### src/rtl/sio3_pkg.sv
package sio3_pkg;

    localparam int SIO_WIDTH_DEF   = 8;
    localparam int SIO_HALF_DEF    = 4;
    localparam int SIO_SYNC_DEF    = 2;

    // one-cycle serial clock edge events seen on the system clock
    typedef struct packed {
        logic fall;
        logic rise;
    } sck_ev_t;

    localparam sck_ev_t SCK_EV_NONE = '{fall: 1'b0, rise: 1'b0};

    function automatic sck_ev_t pick_events(input logic ext, input sck_ev_t int_ev,
                                            input sck_ev_t ext_ev);
        return ext ? ext_ev : int_ev;
    endfunction

endpackage

### src/rtl/sio3_clkgen.sv
module sio3_clkgen
    import sio3_pkg::*;
#(
    parameter int HALF_DIV = SIO_HALF_DEF
) (
    input  logic    clk,
    input  logic    rst,
    input  logic    run,
    output logic    lvl_o,
    output sck_ev_t ev_o
);
    localparam int CW = (HALF_DIV > 1) ? $clog2(HALF_DIV) : 1;
    localparam logic [CW-1:0] LAST = CW'(HALF_DIV - 1);

    logic [CW-1:0] cnt_q;
    logic          lvl_q;
    logic          wrap;

    assign wrap = run && (cnt_q == LAST);

    always_ff @(posedge clk) begin
        if (rst || !run) begin
            cnt_q <= '0;
            lvl_q <= 1'b1;
        end else if (wrap) begin
            cnt_q <= '0;
            lvl_q <= ~lvl_q;
        end else begin
            cnt_q <= cnt_q + 1'b1;
        end
    end

    always_comb begin
        ev_o      = SCK_EV_NONE;
        ev_o.fall = wrap && lvl_q;
        ev_o.rise = wrap && !lvl_q;
    end

    assign lvl_o = lvl_q;

endmodule

### src/rtl/sio3_extsync.sv
module sio3_extsync
    import sio3_pkg::*;
#(
    parameter int SYNC_STAGES = SIO_SYNC_DEF
) (
    input  logic    clk,
    input  logic    rst,
    input  logic    run,
    input  logic    sck_in,
    output sck_ev_t ev_o
);
    logic [SYNC_STAGES-1:0] sync_q;
    logic                   prev_q;
    logic                   cur;

    assign cur = sync_q[SYNC_STAGES-1];

    always_ff @(posedge clk) begin
        if (rst) begin
            sync_q <= '1;
            prev_q <= 1'b1;
        end else begin
            sync_q[0] <= sck_in;
            for (int i = 1; i < SYNC_STAGES; i++) begin
                sync_q[i] <= sync_q[i-1];
            end
            prev_q <= cur;
        end
    end

    always_comb begin
        ev_o      = SCK_EV_NONE;
        ev_o.fall = run && prev_q && !cur;
        ev_o.rise = run && !prev_q && cur;
    end

endmodule

### src/rtl/sio3_shifter.sv
module sio3_shifter
    import sio3_pkg::*;
#(
    parameter int WIDTH = SIO_WIDTH_DEF
) (
    input  logic             clk,
    input  logic             rst,
    input  sck_ev_t          ev,
    input  logic             tx_wr,
    input  logic [WIDTH-1:0] tx_data,
    input  logic             rel_wr,
    input  logic             cmd_wr,
    input  logic             irq_clr,
    input  logic             sdi,
    output logic             busy,
    output logic             irq,
    output logic             sdo,
    output logic [WIDTH-1:0] rx_data
);
    localparam int CW = (WIDTH > 1) ? $clog2(WIDTH) : 1;
    localparam logic [CW-1:0] LAST_BIT = CW'(WIDTH - 1);

    logic [WIDTH-1:0] shreg_q;
    logic [WIDTH-1:0] shreg_nx;
    logic [CW-1:0]    bitcnt_q;

    assign shreg_nx = {shreg_q[WIDTH-2:0], sdi};

    always_ff @(posedge clk) begin
        if (rst) begin
            busy     <= 1'b0;
            irq      <= 1'b0;
            sdo      <= 1'b1;
            rx_data  <= '0;
            shreg_q  <= '0;
            bitcnt_q <= '0;
        end else begin
            if (irq_clr) begin
                irq <= 1'b0;
            end
            if (!busy) begin
                if (cmd_wr) begin
                    sdo <= 1'b0;
                end else if (rel_wr) begin
                    sdo <= 1'b1;
                end
                if (tx_wr) begin
                    busy     <= 1'b1;
                    shreg_q  <= tx_data;
                    bitcnt_q <= '0;
                end
            end else begin
                if (ev.fall) begin
                    sdo <= shreg_q[WIDTH-1];
                end
                if (ev.rise) begin
                    shreg_q <= shreg_nx;
                    if (bitcnt_q == LAST_BIT) begin
                        busy    <= 1'b0;
                        irq     <= 1'b1;
                        rx_data <= shreg_nx;
                    end else begin
                        bitcnt_q <= bitcnt_q + 1'b1;
                    end
                end
            end
        end
    end

endmodule

### src/rtl/sio3_port.sv
module sio3_port
    import sio3_pkg::*;
#(
    parameter int WIDTH       = SIO_WIDTH_DEF,
    parameter int HALF_DIV    = SIO_HALF_DEF,
    parameter int SYNC_STAGES = SIO_SYNC_DEF
) (
    input  logic             clk,
    input  logic             rst,
    input  logic             ext_mode,
    input  logic             sck_idle_hi,
    input  logic             sck_in,
    output logic             sck_out,
    input  logic             sdi,
    output logic             sdo,
    input  logic             tx_wr,
    input  logic [WIDTH-1:0] tx_data,
    input  logic             rel_wr,
    input  logic             cmd_wr,
    input  logic             irq_clr,
    output logic             busy,
    output logic             irq,
    output logic [WIDTH-1:0] rx_data
);
    sck_ev_t int_ev;
    sck_ev_t ext_ev;
    sck_ev_t sel_ev;
    logic    int_lvl;
    logic    int_run;
    logic    ext_run;

    assign int_run = busy && !ext_mode;
    assign ext_run = busy && ext_mode;

    sio3_clkgen #(.HALF_DIV(HALF_DIV)) u_clkgen (
        .clk  (clk),
        .rst  (rst),
        .run  (int_run),
        .lvl_o(int_lvl),
        .ev_o (int_ev)
    );

    sio3_extsync #(.SYNC_STAGES(SYNC_STAGES)) u_extsync (
        .clk   (clk),
        .rst   (rst),
        .run   (ext_run),
        .sck_in(sck_in),
        .ev_o  (ext_ev)
    );

    assign sel_ev  = pick_events(ext_mode, int_ev, ext_ev);
    assign sck_out = int_run ? int_lvl : sck_idle_hi;

    sio3_shifter #(.WIDTH(WIDTH)) u_shifter (
        .clk    (clk),
        .rst    (rst),
        .ev     (sel_ev),
        .tx_wr  (tx_wr),
        .tx_data(tx_data),
        .rel_wr (rel_wr),
        .cmd_wr (cmd_wr),
        .irq_clr(irq_clr),
        .sdi    (sdi),
        .busy   (busy),
        .irq    (irq),
        .sdo    (sdo),
        .rx_data(rx_data)
    );

endmodule

### config.mk
export PLATFORM = sky130hd
export DESIGN_NAME = sio3_port
export DESIGN_NICKNAME = d
export VERILOG_FILES = /design/src/rtl/sio3_pkg.sv /design/src/rtl/sio3_clkgen.sv /design/src/rtl/sio3_extsync.sv /design/src/rtl/sio3_shifter.sv /design/src/rtl/sio3_port.sv
export SDC_FILE = /design/constraint.sdc
export NUM_CORES = 1
export LEC_CHECK = 0
export ABC_AREA = 0
export BUFFER_PORTS_ARGS = -buffer_cell sky130_fd_sc_hd__buf_2
export CELL_PAD_IN_SITES_DETAIL_PLACEMENT = 1
export CELL_PAD_IN_SITES_GLOBAL_PLACEMENT = 2
export CORE_MARGIN = 4
export CORE_UTILIZATION = 33
export CTS_CLUSTER_SIZE = 40
export DETAILED_ROUTE_END_ITERATION = 16
export PLACE_DENSITY = 0.78
export SLEW_MARGIN = 15
export SYNTH_ARGS = -nofsm -noshare
export SYNTH_HDL_FRONTEND = slang
export SYNTH_SLANG_ARGS = --single-unit
### constraint.sdc
create_clock -name clk -period 2.7 [get_ports clk]
set_input_delay 0.54 -clock clk [delete_from_list [all_inputs] [get_ports clk]]
set_output_delay 0.54 -clock clk [all_outputs]
set_load 0.01 [all_outputs]
* Yosys cells after proc, flatten, opt, wreduce, memory -nomap -nowiden
Index checks and enable logic that the tools add are counted.
Operators by class: add/sub/neg operators 2, eq/ne operators 5, muxes and demuxes 21, bitwise operators 1, reduce and logical (&&, ||, !) cells 22
Operators with widths (number):
- $mux W8 | 3
- $mux W1 | 13
- $mux W3 | 4
- $logic_and A1 B1 Y1 | 9
- $ne A2 B2 Y1 const B | 3
- $reduce_and A3 Y1 | 2
- $logic_not A1 Y1 | 5
- $reduce_and A2 Y1 | 2
- $add A3 B1 Y3 const B | 1
- $eq A3 B3 Y1 const B | 1
- $reduce_bool A3 Y1 | 1
- $add A2 B1 Y2 const B | 1
- $eq A2 B2 Y1 const B | 1
- $mux W2 | 1
- $reduce_bool A2 Y1 | 1
- $reduce_or A2 Y1 | 1
- $logic_or A1 B1 Y1 | 1
- $not A1 Y1 | 1
Storage, ports and cells: register bits 28, input port bits 18, output and inout port bits 12, word-level logic and storage cells 61

* Longest topological paths before layout
Gate-level depths: netlist of run 1.
word-level depth 7, depth in mapped cells 6, depth with buffers taken out 5

* Hierarchy
From an unflattened synthesis of run 1, not the netlist that was laid out.
Second synthesis, totals: cells, all modules 127, area total of the unflattened synthesis 1262.5 um^2
Modules (own cells, without submodules):
- sio3_shifter | instances 1, cells each 103, area each 978.4 um^2, sequential area each 440.4 um^2
- sio3_clkgen | instances 1, cells each 11, area each 131.4 um^2, sequential area each 60.1 um^2
- sio3_extsync | instances 1, cells each 8, area each 98.8 um^2, sequential area each 60.1 um^2
- sio3_port | instances 1, cells each 5, area each 53.8 um^2, sequential area each 0.0 um^2

* Worst setup path after synthesis of run 1
No wires, ideal clock.
path type input-to-output, start input port ext_mode, end output port sck_out, arrival time 1041 ps, data required time 2160 ps, path slack 1119 ps, stages on the path 2, buffers on the path 0, cells stage by stage nand2b_1 > mux2_2
On the way: word-level cells in the longest chain between the ends 3
RTL lines:
- start, declared | line sio3_port.sv:10 | input logic ext_mode,
- $logic_not A1 Y1 | line sio3_port.sv:32 | assign int_run = busy && !ext_mode;
- $logic_and A1 B1 Y1 | line sio3_port.sv:32
- $mux W1 | line sio3_port.sv:52 | assign sck_out = int_run ? int_lvl : sck_idle_hi;
- end, declared | line sio3_port.sv:13 | output logic sck_out,
Every way passes these cells.

* Worst setup path after layout of run 1
start register u_shifter.busy, end output port sck_out
On the way: word-level cells in the longest chain between the ends 2
RTL lines:
- start, declared | line sio3_shifter.sv:15 | output logic busy,
- start signal, assigned | line sio3_shifter.sv:31 | busy <= 1'b0;
- start signal, assigned | line sio3_shifter.sv:48 | busy <= 1'b1;
- start signal, assigned | line sio3_shifter.sv:59 | busy <= 1'b0;
- $logic_and A1 B1 Y1 | line sio3_port.sv:32
- $mux W1 | line sio3_port.sv:52
Every way passes these cells.

==> impl_metrics.xml, run 1 <==
<?xml version="1.0" encoding="UTF-8"?>
<metrics>
  <group name="status">
    <metric name="status" unit="">completed</metric>
  </group>
  <group name="finish">
    <metric name="antenna_cells" unit="">0</metric>
    <metric name="drive_above_1_share" unit="">0.265</metric>
    <metric name="mostFrequentLayoutCells" unit="">buf_2, dfxtp_1, nand2_1, mux2i_1, inv_1</metric>
    <metric name="fin_nets" unit="">178</metric>
    <metric name="fillers" unit="">427</metric>
    <metric name="layout.cells.most_common" unit="">buf_2</metric>
    <metric name="final_design_area_no_fill" unit="um2">1450</metric>
    <metric name="area_growth" unit="%">17.9</metric>
  </group>
  <group name="setup_path">
    <metric name="setup.worst_path.end_class" unit="">primary output</metric>
    <metric name="rr_worst_depth" unit="">3</metric>
    <metric name="critical_path_required" unit="ps">2160</metric>
    <metric name="critical_path_peak_fanout" unit="">15</metric>
    <metric name="worst_setup_path_start_kind" unit="">flop</metric>
    <metric name="timing.rr.end" unit="">u_shifter.bitcnt_q[1]</metric>
    <metric name="critical_setup_path_class" unit="">reg2out</metric>
    <metric name="reg2reg_slack" unit="ps">910</metric>
    <metric name="r2r-start" unit="">u_shifter.busy</metric>
    <metric name="worst_ep_arrival_time" unit="ps">1520</metric>
  </group>
  <group name="detailed_routing">
    <metric name="detail-route-antenna-nets" unit="">0</metric>
    <metric name="finalWirelength" unit="mm">2.90</metric>
    <metric name="detailedRoute.firstPassIterationCount" unit="">3</metric>
    <metric name="drc" unit="">0</metric>
    <metric name="post_drt_wl_per_cell" unit="um">14.4</metric>
    <metric name="detail_route.vias_per_cell" unit="">5.07</metric>
    <metric name="num_vias" unit="">1019</metric>
    <metric name="initial_drc_count" unit="">21</metric>
  </group>
  <group name="floorplanning">
    <metric name="dieArea" unit="um2">4770</metric>
    <metric name="die_h" unit="um">69.1</metric>
    <metric name="design.core.area" unit="um2">3470</metric>
    <metric name="design.portCount" unit="">30</metric>
    <metric name="die_width" unit="um">69.1</metric>
    <metric name="floorplan.initialDensity" unit="">0.355</metric>
    <metric name="rows" unit="">21</metric>
  </group>
  <group name="hold_path">
    <metric name="holdCritStartpoint" unit="">u_extsync.sync_q[0]</metric>
    <metric name="worst_hold_path_type" unit="">reg2reg</metric>
    <metric name="worst_hold_path.num_cells" unit="">1</metric>
    <metric name="min_to" unit="">u_extsync.sync_q[1]</metric>
  </group>
  <group name="synth">
    <metric name="count_of_different_cell_masters_after_synthesis" unit="">37</metric>
    <metric name="seq_area_frac_synth" unit="">0.455</metric>
    <metric name="yosys_most_used_dff" unit="">dfxtp_1</metric>
    <metric name="netlist_area" unit="um2">1230</metric>
    <metric name="asyncSetResetFlopFracSynth" unit="">0</metric>
    <metric name="synth.net_count" unit="">150</metric>
    <metric name="ys_ff_latch" unit="">28</metric>
    <metric name="synth-edff-count" unit="">0</metric>
    <metric name="syn-mean-instance-area" unit="um2">9.54</metric>
    <metric name="synthCells" unit="">129</metric>
    <metric name="yosys_warnings" unit="">0</metric>
  </group>
  <group name="clocking">
    <metric name="clk_latency" unit="ps">270</metric>
    <metric name="cts_hold_buf" unit="">0</metric>
    <metric name="tritoncts" unit="">yes</metric>
    <metric name="clockRootBuffer" unit="">clkbuf_8</metric>
    <metric name="cts_num_sinks" unit="">28</metric>
    <metric name="clkSlewWorstSetupHoldPaths" unit="ps">90</metric>
    <metric name="post-cts-setup-buffer-count" unit="">0</metric>
    <metric name="max-clock-path-buffers" unit="">2</metric>
    <metric name="cts.htree.levels" unit="">1</metric>
    <metric name="tritoncts.num_buffers" unit="">3</metric>
    <metric name="postCtsResizedCells" unit="">0</metric>
  </group>
  <group name="timing">
    <metric name="timing.final.hold_violations" unit="">0</metric>
    <metric name="timing.slew.headroom" unit="">0.577</metric>
    <metric name="finalSetupTns" unit="ps">0</metric>
    <metric name="final_min_period_over_clock_period" unit="">0.763</metric>
    <metric name="worstMarginPinSlew" unit="ps">634</metric>
    <metric name="final.min_clock_period" unit="ps">2060</metric>
    <metric name="maximum_clock_frequency" unit="MHz">485</metric>
    <metric name="timing.clock.skew" unit="ps">2.28</metric>
    <metric name="setup_viol_count_final" unit="">0</metric>
    <metric name="slew_violations" unit="">0</metric>
    <metric name="rsz0062_at_grt" unit="">no</metric>
  </group>
  <group name="power">
    <metric name="cellLeakagePower" unit="nW">0.592</metric>
    <metric name="power-per-cell-area" unit="nW/um2">516</metric>
    <metric name="maximum_resistive_drop_on_vdd" unit="mV">0.193</metric>
  </group>
  <group name="grt">
    <metric name="gr-total-overflow" unit="">0</metric>
    <metric name="wire_length_of_the_first_global_routing_pass" unit="mm">4.92</metric>
    <metric name="globalRouteTotalUtil" unit="">0.124</metric>
    <metric name="grt_max_degree" unit="">23</metric>
    <metric name="antenna_violations_before_repair" unit="">0</metric>
    <metric name="via_count_of_the_first_global_routing_pass" unit="">1094</metric>
  </group>
  <group name="run">
    <metric name="maxCapViolCount" unit="">0</metric>
  </group>
  <group name="placement">
    <metric name="gp_routability_congestion" unit="">0.731</metric>
    <metric name="port_buffers" unit="">29</metric>
    <metric name="postPlaceCellArea" unit="um2">1410</metric>
    <metric name="detailedPlacementHpwl" unit="mm">2.21</metric>
  </group>
</metrics>
through the flow:
stage / util / worst slack [ps] / hold WS (ps) / cells / total power [W]
detailed placement: 0.407 / 819 / 402 / 198 / 0.000536
floorplan: - / 1120 / 389 / 129 / 0.000505
global route: 0.418 / 532 / 454 / 201 / 0.000789
finish: 0.418 / 640 / 422 / 201 / 0.000749
CTS: 0.418 / 635 / 424 / 201 / 0.000763
global placement: 0.407 / 847 / 392 / 198 / 0.000533
synthesized netlist by cell type (2+ instances only):
cell      instances  area share
nand3_1           3       0.012
nor4b_1           2       0.014
inv_1             9       0.027
a221oi_1          8       0.057
nand2_1          20       0.061
or2_2             3       0.015
nor2b_1           2       0.010
clkbuf_1          4       0.012
o22ai_1           7       0.036
mux2i_1          10       0.081
and4b_1           2       0.016
o21a_1            2       0.012
dfxtp_1          28        0.46
nor2_1            3      0.0091
nand2b_1          2       0.010
ha_1              3       0.030
power breakdown:
| group | internal, W | switching, W | total [W] |
|---|---|---|---|
| sequential | 0.000430 | 0.0000135 | 0.000443 |
| clock | 0.000100 | 0.000124 | 0.000225 |
| combinational | 0.0000367 | 0.0000450 | 0.0000817 |
final cells by class:
type / count / area (um2) / area share
multi-input cells: 84 / 602 / 0.415
inverters: 10 / 37.5 / 0.0259
repair buffers: 30 / 153 / 0.105
flip-flops and latches: 28 / 561 / 0.386
well taps: 46 / 57.6 / 0.0397
clock buffers: 3 / 41.3 / 0.0284
layer usage:
layer  vias up  routed length (um)  GRT usage
met5         -                   0          0
met4         0                  23     0.0521
met3         2                  90     0.0233
met2        12                1460      0.221
met1       488                1320      0.143
li1        517                   -          -
logic make-up after synthesis:
kind of cell,Yosys count,share of synthesized area
simple gates,44,0.194
flops,28,0.455
compound gates,25,0.167
buf+inv,17,0.0559
mux,11,0.0904
fa+ha+maj,3,0.0305
xor+xnor,1,0.00712
state kept, by name, indices dropped and copies added (netlist names):
| signal | count |
|---|---|
| u_shifter.sdo | 1 |
| u_extsync.prev_q | 1 |
| u_shifter.busy | 1 |
| u_shifter.irq | 1 |
| u_clkgen.lvl_o | 1 |
| u_shifter.shreg_q | 8 |
| u_shifter.rx_data | 8 |
| u_extsync.sync_q | 2 |
| u_shifter.bitcnt_q | 3 |
| u_clkgen.cnt_q | 2 |
how the worst max path moves through the flow:
stage / to / slack, ps / startpoint / depth (start not counted)
floorplan: sck_out / 1120 / ext_mode / 2
global placement: sck_out / 850 / ext_mode / 4
detailed placement: sck_out / 820 / ext_mode / 4
CTS: sck_out / 630 / u_shifter.busy / 3
global route: sck_out / 530 / u_shifter.busy / 3
finish: sck_out / 640 / u_shifter.busy / 3
worst max-delay path: stages, from the launching register on:
cell	delay, ps
dfxtp_1	630
nand2b_1	190
mux2_2	300
buf_2	140
Power figures use the tool's default switching activity.
==> run 2, diff against run 1 <==
--- a/config.mk
+++ b/config.mk
@@ -5,15 +5,15 @@
 export SDC_FILE = /design/constraint.sdc
 export NUM_CORES = 1
 export LEC_CHECK = 0
-export ABC_AREA = 0
+export ABC_AREA = 1
 export BUFFER_PORTS_ARGS = -buffer_cell sky130_fd_sc_hd__buf_2
 export CELL_PAD_IN_SITES_DETAIL_PLACEMENT = 1
 export CELL_PAD_IN_SITES_GLOBAL_PLACEMENT = 2
 export CORE_MARGIN = 4
-export CORE_UTILIZATION = 33
+export CORE_UTILIZATION = 25
 export CTS_CLUSTER_SIZE = 40
 export DETAILED_ROUTE_END_ITERATION = 16
-export PLACE_DENSITY = 0.78
+export PLACE_DENSITY = 0.69
 export SLEW_MARGIN = 15
 export SYNTH_ARGS = -nofsm -noshare
 export SYNTH_HDL_FRONTEND = slang
==> constraint.sdc (replaced) <==
create_clock -name clk -period 1.8 [get_ports clk]
set_input_delay 0.36 -clock clk [delete_from_list [all_inputs] [get_ports clk]]
set_output_delay 0.36 -clock clk [all_outputs]
set_load 0.01 [all_outputs]
==> run 2 against run 1 <==
Sequential power grew 51%. Critical path depth grew 4. Via count grew 12%. Synthesized cell count grew 32%. Register-to-register slack lost 710 ps. Global-route usage shrank 1.4 points. First-iteration DRC count grew 86%. Synthesized area shrank 0.30%. Final cell count grew 31%. Core utilization shrank 11 points. Flip-flop and latch count is the same. Worst hold slack lost 150 ps.
==> impl_metrics.xml, run 2 <==
<?xml version="1.0" encoding="UTF-8"?>
<metrics>
  <group name="placement">
    <metric name="place.detailed.instances" unit="">260</metric>
    <metric name="port_buffers" unit="">29</metric>
    <metric name="postPlaceCellArea" unit="um2">1420</metric>
    <metric name="detailedPlacementHpwl" unit="mm">2.33</metric>
    <metric name="gp_routability_congestion" unit="">0.712</metric>
  </group>
  <group name="synth">
    <metric name="synth-edff-count" unit="">0</metric>
    <metric name="syn-mean-instance-area" unit="um2">7.22</metric>
    <metric name="asyncSetResetFlopFracSynth" unit="">0</metric>
    <metric name="synthDominantAreaCellType" unit="">dfxtp_1</metric>
    <metric name="ys_ff_latch" unit="">28</metric>
    <metric name="synthMostInstantiatedCell" unit="">nand2_1</metric>
    <metric name="synthCells" unit="">170</metric>
    <metric name="synth.net_count" unit="">191</metric>
    <metric name="yosys-top-cells-count" unit="">nand2_1, dfxtp_1, nor2_1</metric>
    <metric name="yosys_most_used_dff" unit="">dfxtp_1</metric>
    <metric name="count_of_different_cell_masters_after_synthesis" unit="">20</metric>
    <metric name="netlist_area" unit="um2">1230</metric>
    <metric name="yosys_warnings" unit="">0</metric>
    <metric name="seq_area_frac_synth" unit="">0.457</metric>
    <metric name="synth_top_area_share" unit="">0.457</metric>
    <metric name="netlist_top_cells_area" unit="">dfxtp_1, nand2_1, a21oi_1</metric>
  </group>
  <group name="clocking">
    <metric name="max-clock-path-buffers" unit="">2</metric>
    <metric name="tritoncts.num_buffers" unit="">3</metric>
    <metric name="clkSlewWorstSetupHoldPaths" unit="ps">100</metric>
    <metric name="postCtsResizedCells" unit="">0</metric>
    <metric name="cts_num_sinks" unit="">28</metric>
    <metric name="post-cts-setup-buffer-count" unit="">0</metric>
    <metric name="clk_latency" unit="ps">270</metric>
    <metric name="cts_hold_buf" unit="">0</metric>
    <metric name="cts.htree.levels" unit="">1</metric>
    <metric name="tritoncts" unit="">yes</metric>
    <metric name="clockRootBuffer" unit="">clkbuf_8</metric>
  </group>
  <group name="detailed_routing">
    <metric name="detailedRoute.firstPassIterationCount" unit="">4</metric>
    <metric name="num_vias" unit="">1146</metric>
    <metric name="post_drt_wl_per_cell" unit="um">11.8</metric>
    <metric name="detail-route-antenna-nets" unit="">0</metric>
    <metric name="drc" unit="">0</metric>
    <metric name="initial_drc_count" unit="">39</metric>
    <metric name="detail_route.vias_per_cell" unit="">4.34</metric>
    <metric name="finalWirelength" unit="mm">3.11</metric>
  </group>
  <group name="setup_path">
    <metric name="critical_path_required" unit="ps">1980</metric>
    <metric name="worst_setup_path_start_kind" unit="">flop</metric>
    <metric name="path_common_cell" unit="">nand2_1</metric>
    <metric name="critical_path.cell_chain" unit="">ha_1, nand4_1, nand3_2, nand2_1, nand2_1, nand2_1, nor2_1</metric>
    <metric name="critical_path_peak_fanout" unit="">21</metric>
    <metric name="cpPeakStageDelay" unit="ps">360</metric>
    <metric name="critical_path.slowest_cell" unit="">nand3_2</metric>
    <metric name="setup.worst_path.end_class" unit="">flop</metric>
    <metric name="worst_ep_arrival_time" unit="ps">1780</metric>
    <metric name="critical_setup_path_class" unit="">reg2reg</metric>
  </group>
  <group name="timing">
    <metric name="worstMarginPinSlew" unit="ps">431</metric>
    <metric name="final.min_clock_period" unit="ps">1600</metric>
    <metric name="rsz0062_at_grt" unit="">no</metric>
    <metric name="timing.clock.skew" unit="ps">4.69</metric>
    <metric name="final_min_period_over_clock_period" unit="">0.889</metric>
    <metric name="setup_viol_count_final" unit="">0</metric>
    <metric name="maximum_clock_frequency" unit="MHz">625</metric>
    <metric name="finalSetupTns" unit="ps">0</metric>
    <metric name="slew_violations" unit="">0</metric>
    <metric name="timing.final.hold_violations" unit="">0</metric>
    <metric name="timing.slew.headroom" unit="">0.713</metric>
  </group>
  <group name="finish">
    <metric name="layout.area.seq" unit="um2">561</metric>
    <metric name="layoutNonFillerInstCount" unit="">264</metric>
    <metric name="drive_above_1_share" unit="">0.203</metric>
    <metric name="fin_nets" unit="">219</metric>
    <metric name="final_design_area_no_fill" unit="um2">1470</metric>
    <metric name="antenna_cells" unit="">0</metric>
    <metric name="multi_input_comb_area" unit="um2">562</metric>
    <metric name="fin_util" unit="">0.310</metric>
    <metric name="fillers" unit="">621</metric>
    <metric name="area_growth" unit="%">20.1</metric>
    <metric name="layout.cells.most_common" unit="">nand2_1</metric>
    <metric name="mostFrequentLayoutCells" unit="">nand2_1, buf_2, dfxtp_1, nor2_1, a21oi_1</metric>
    <metric name="largestRegisters" unit="">u_shifter.rx_data: 8 flops, u_shifter.shreg_q: 8 flops, u_shifter.bitcnt_q: 3 flops</metric>
  </group>
  <group name="hold_path">
    <metric name="worst_hold_path_type" unit="">in2reg</metric>
  </group>
  <group name="power">
    <metric name="maximum_resistive_drop_on_vdd" unit="mV">0.416</metric>
    <metric name="cellLeakagePower" unit="nW">0.739</metric>
    <metric name="power-per-cell-area" unit="nW/um2">824</metric>
    <metric name="power_switching" unit="W">0.000309</metric>
    <metric name="switching_share" unit="">0.254</metric>
    <metric name="p_int" unit="W">0.000906</metric>
    <metric name="pwr-share-seq" unit="">0.552</metric>
    <metric name="share_comb_of_total_power" unit="">0.126</metric>
    <metric name="power" unit="W">0.00121</metric>
    <metric name="clkPwrFrac" unit="">0.322</metric>
  </group>
  <group name="grt">
    <metric name="gr-total-overflow" unit="">0</metric>
    <metric name="globalRouteTotalUtil" unit="">0.110</metric>
    <metric name="via_count_of_the_first_global_routing_pass" unit="">1135</metric>
    <metric name="grt_max_degree" unit="">22</metric>
    <metric name="antenna_violations_before_repair" unit="">0</metric>
    <metric name="wire_length_of_the_first_global_routing_pass" unit="mm">5.40</metric>
  </group>
  <group name="floorplanning">
    <metric name="design.portCount" unit="">30</metric>
    <metric name="die_width" unit="um">78.1</metric>
    <metric name="die_h" unit="um">78.1</metric>
    <metric name="rows" unit="">25</metric>
    <metric name="floorplan.initialDensity" unit="">0.258</metric>
    <metric name="dieArea" unit="um2">6090</metric>
    <metric name="design.core.area" unit="um2">4750</metric>
  </group>
  <group name="run">
    <metric name="maxCapViolCount" unit="">0</metric>
  </group>
  <group name="status">
    <metric name="status" unit="">completed</metric>
  </group>
</metrics>
## run 2: cell types whose count changed after synthesis, moves of 4 or more
cell | before | now
nand3_1 | 3 | 15
nand4_1 | 0 | 4
a21oi_1 | 1 | 17
o22ai_1 | 7 | 0
a221oi_1 | 8 | 0
nand2_1 | 20 | 47
mux2i_1 | 10 | 0
o21ai_0 | 0 | 4
nor2_1 | 3 | 22
inv_1 | 9 | 14
## run 2: cell type report
cell class | instances | area share
Sequential cell | 28 | 0.380
Inverter | 14 | 0.0357
Tap cell | 67 | 0.0569
Clock buffer | 4 | 0.0374
Multi-Input combinational cell | 120 | 0.381
Timing Repair Buffer | 31 | 0.109
## run 2: worst max-delay path: cells and delay by family (launching register included)
| kind | cells | cell delay [ps] |
|---|---|---|
| adders and majority gates | 1 | 250 |
| and+or+nand+nor | 6 | 920 |
| DFF | 1 | 330 |
## run 2: worst paths after layout
kind / start / endpoint / slack, ps / depth (start not counted)
max: u_clkgen.cnt_q[0] / u_shifter.bitcnt_q[0] / 200 / 7
min: sck_in / u_extsync.sync_q[0] / 270 / 2
max reg2reg: u_clkgen.cnt_q[0] / u_shifter.bitcnt_q[0] / 200 / 7
min reg2reg: u_extsync.sync_q[0] / u_extsync.sync_q[1] / 420 / 1
## run 2: per-layer routing
metal	vias up	track usage	wire, um
met5	-	0	0
met4	0	0.0262	25
met3	2	0.0333	137
met2	19	0.182	1470
met1	528	0.141	1480
li1	597	-	-
## run 2: power by group through the flow
stage	Clock (W)	Combinational, W	Sequential [W]
after floorplan	0	0.000111	0.000679
after global placement	0	0.000151	0.000684
after detailed placement	0	0.000157	0.000685
after CTS	0.000404	0.000157	0.000671
after global routing	0.000441	0.000183	0.000676
final	0.000391	0.000153	0.000671
## run 2: logic make-up (layout without fill, tap and decap cells)
kind of cell,after synthesis,after routing,synth area share
adder cells (fa/ha/maj),3,3,0.0306
flip-flops,28,28,0.457
buffers and inverters,22,49,0.0856
AND/OR/NAND/NOR,95,95,0.335
AO/OA/AOI/OAI,22,22,0.0917
## run 2: per-stage QoR
step	hold slack (ps)	setup WS, ps
6_report	267	200
4_1_cts	264	181
3_3_place_gp	393	264
3_5_place_dp	401	207
5_1_grt	253	7.63
2_1_floorplan	389	539
==> run 3, diff against run 2 <==
==> constraint.sdc (replaced) <==
create_clock -name clk -period 1.4 [get_ports clk]
set_input_delay 0.28 -clock clk [delete_from_list [all_inputs] [get_ports clk]]
set_output_delay 0.28 -clock clk [all_outputs]
set_load 0.01 [all_outputs]
==> run 3 against run 2 <==
Clock skew up 2.1 ps. Die area unchanged. Register-to-register slack worse by 100 ps. Flip-flop and latch count unchanged. Clock power up 62%. Global-route usage up 0.17 points. First-iteration DRC count down 33%. Via count up 0.96%. Wire length up 2.5%. Final cell count up 1.9%. Setup slack worse by 110 ps. Cell area up 5.0%.
==> impl_metrics.xml, run 3 (synthesis results as in run 2) <==
<?xml version="1.0" encoding="UTF-8"?>
<metrics>
  <group name="status">
    <metric name="status" unit="">completed</metric>
  </group>
  <group name="finish">
    <metric name="antenna_cells" unit="">0</metric>
    <metric name="layout.cells.most_common" unit="">nand2_1</metric>
    <metric name="fin_util" unit="">0.326</metric>
    <metric name="area_growth" unit="%">26.1</metric>
    <metric name="drive_above_1_share" unit="">0.238</metric>
    <metric name="mostFrequentLayoutCells" unit="">nand2_1, buf_2, dfxtp_1, nor2_1, a21oi_1</metric>
    <metric name="layoutNonFillerInstCount" unit="">269</metric>
    <metric name="fin_nets" unit="">224</metric>
    <metric name="largestRegisters" unit="">u_shifter.rx_data: 8 flops, u_shifter.shreg_q: 8 flops, u_shifter.bitcnt_q: 3 flops</metric>
  </group>
  <group name="detailed_routing">
    <metric name="post_drt_wl_per_cell" unit="um">11.8</metric>
    <metric name="initial_drc_count" unit="">26</metric>
    <metric name="detailedRoute.firstPassIterationCount" unit="">4</metric>
    <metric name="detail_route.vias_per_cell" unit="">4.30</metric>
    <metric name="finalWirelength" unit="mm">3.19</metric>
    <metric name="detail-route-antenna-nets" unit="">0</metric>
    <metric name="drc" unit="">0</metric>
    <metric name="num_vias" unit="">1157</metric>
  </group>
  <group name="grt">
    <metric name="antenna_violations_before_repair" unit="">0</metric>
    <metric name="via_count_of_the_first_global_routing_pass" unit="">1183</metric>
    <metric name="gr-total-overflow" unit="">0</metric>
    <metric name="globalRouteTotalUtil" unit="">0.112</metric>
    <metric name="grt_max_degree" unit="">22</metric>
    <metric name="wire_length_of_the_first_global_routing_pass" unit="mm">5.53</metric>
  </group>
  <group name="setup_path">
    <metric name="critical_path.slowest_cell" unit="">dfxtp_4</metric>
    <metric name="worst_ep_arrival_time" unit="ps">1030</metric>
    <metric name="worst_setup_path_start_kind" unit="">flop</metric>
    <metric name="critical_path_peak_fanout" unit="">8</metric>
    <metric name="critical_path_required" unit="ps">1120</metric>
    <metric name="cpPeakStageDelay" unit="ps">400</metric>
    <metric name="critical_setup_path_class" unit="">reg2out</metric>
    <metric name="critical_path.cell_chain" unit="">nand2_1, o21ai_1, buf_2</metric>
    <metric name="setup.worst_path.end_class" unit="">primary output</metric>
  </group>
  <group name="clocking">
    <metric name="tritoncts" unit="">yes</metric>
    <metric name="cts_num_sinks" unit="">28</metric>
    <metric name="tritoncts.num_buffers" unit="">3</metric>
    <metric name="clkSlewWorstSetupHoldPaths" unit="ps">90</metric>
    <metric name="max-clock-path-buffers" unit="">2</metric>
    <metric name="clk_latency" unit="ps">270</metric>
    <metric name="cts.htree.levels" unit="">1</metric>
    <metric name="clockRootBuffer" unit="">clkbuf_8</metric>
  </group>
  <group name="hold_path">
    <metric name="worst_hold_path_type" unit="">in2reg</metric>
  </group>
  <group name="timing">
    <metric name="timing.final.hold_violations" unit="">0</metric>
    <metric name="slew_violations" unit="">0</metric>
    <metric name="rsz0062_at_grt" unit="">yes</metric>
    <metric name="worstMarginPinSlew" unit="ps">371</metric>
    <metric name="maximum_clock_frequency" unit="MHz">762</metric>
    <metric name="final_min_period_over_clock_period" unit="">0.937</metric>
    <metric name="final.min_clock_period" unit="ps">1310</metric>
    <metric name="setup_viol_count_final" unit="">0</metric>
    <metric name="timing.slew.headroom" unit="">0.752</metric>
    <metric name="timing.clock.skew" unit="ps">6.75</metric>
  </group>
  <group name="power">
    <metric name="switching_share" unit="">0.235</metric>
    <metric name="power_switching" unit="W">0.000402</metric>
    <metric name="pwr-share-seq" unit="">0.505</metric>
    <metric name="cellLeakagePower" unit="nW">0.774</metric>
    <metric name="clkPwrFrac" unit="">0.371</metric>
    <metric name="maximum_resistive_drop_on_vdd" unit="mV">0.411</metric>
    <metric name="share_comb_of_total_power" unit="">0.125</metric>
    <metric name="p_int" unit="W">0.00131</metric>
    <metric name="power-per-cell-area" unit="nW/um2">1100</metric>
  </group>
  <group name="floorplanning">
    <metric name="die_width" unit="um">78.1</metric>
    <metric name="design.core.area" unit="um2">4750</metric>
    <metric name="die_h" unit="um">78.1</metric>
    <metric name="dieArea" unit="um2">6090</metric>
    <metric name="design.portCount" unit="">30</metric>
    <metric name="floorplan.initialDensity" unit="">0.258</metric>
    <metric name="rows" unit="">25</metric>
  </group>
  <group name="placement">
    <metric name="place.detailed.instances" unit="">264</metric>
    <metric name="detailedPlacementHpwl" unit="mm">2.43</metric>
    <metric name="port_buffers" unit="">29</metric>
    <metric name="gp_routability_congestion" unit="">0.705</metric>
  </group>
  <group name="run">
    <metric name="maxCapViolCount" unit="">0</metric>
  </group>
</metrics>
==> run 3: per-layer routing <==
| metal | up-vias | wire length [um] | part of all wire | global-route usage |
|---|---|---|---|---|
| li1 | 606 | - | - | - |
| met5 | - | 0 | 0 | 0 |
| met3 | 5 | 100 | 0.031 | 0.0195 |
| met2 | 14 | 1550 | 0.48 | 0.192 |
| met4 | 0 | 36 | 0.011 | 0.0367 |
| met1 | 532 | 1510 | 0.47 | 0.141 |
==> run 3: cell type report <==
| type | instances | area, um2 |
|---|---|---|
| Clock inverter | 1 | 30.0 |
| Multi-Input combinational cell | 120 | 564 |
| Clock buffer | 3 | 41.3 |
| Sequential cell | 28 | 566 |
| Tap cell | 67 | 83.8 |
| Timing Repair Buffer | 36 | 210 |
| Inverter | 14 | 52.6 |
| Fill cell | 624 | 3210 |
==> run 3: power by group through the flow <==
stage	clock, W	combinational (W)	sequential, W
final	0.000634	0.000213	0.000862
after global placement	0	0.000211	0.000879
after global routing	0.000696	0.000249	0.000870
after detailed placement	0	0.000218	0.000881
after CTS	0.000657	0.000219	0.000863
after floorplan	0	0.000143	0.000873
==> run 3: stage by stage <==
stage          power (W)  setup TNS [ps]  cell area (um2)  setup slack [ps]  hold slack [ps]
2_1_floorplan    0.00102               0             1230               139              380
3_3_place_gp     0.00109               0             1460              98.9              391
3_5_place_dp     0.00110               0             1460              49.2              399
4_1_cts          0.00174               0             1530             0.894              182
5_1_grt          0.00181           -92.0             1550             -63.4              171
6_report         0.00171               0             1550              87.8              188
==> run 3: final timing paths <==
path | start | end | slack [ps] | cells past startpoint
worst max-delay path | u_shifter.busy | sck_out | 90 | 3
worst min-delay path | sck_in | u_extsync.sync_q[0] | 190 | 2
worst max register to register | u_clkgen.cnt_q[0] | u_shifter.bitcnt_q[0] | 100 | 8
worst min register to register | u_clkgen.cnt_q[0] | u_clkgen.cnt_q[0] | 410 | 1
==> run 3: critical path, delay by kind of cell, from the launching register on <==
family	cells	cell delay, ps
DFF	1	400
AOI/OAI and AO/OA	1	130
and+or+nand+nor	1	100
buffers and inverters	1	140
==> run 3: repair_timing <==
| action | in CTS | in global routing |
|---|---|---|
| cloned | 0 | 0 |
| endpoints found under the setup margin | 1 | 14 |
| hold endpoints to repair | 0 | 0 |
| pin swaps | 0 | 2 |
| resized for setup | 1 | 4 |
| buffers inserted | 0 | 1 |
| hold buffers | 0 | 0 |
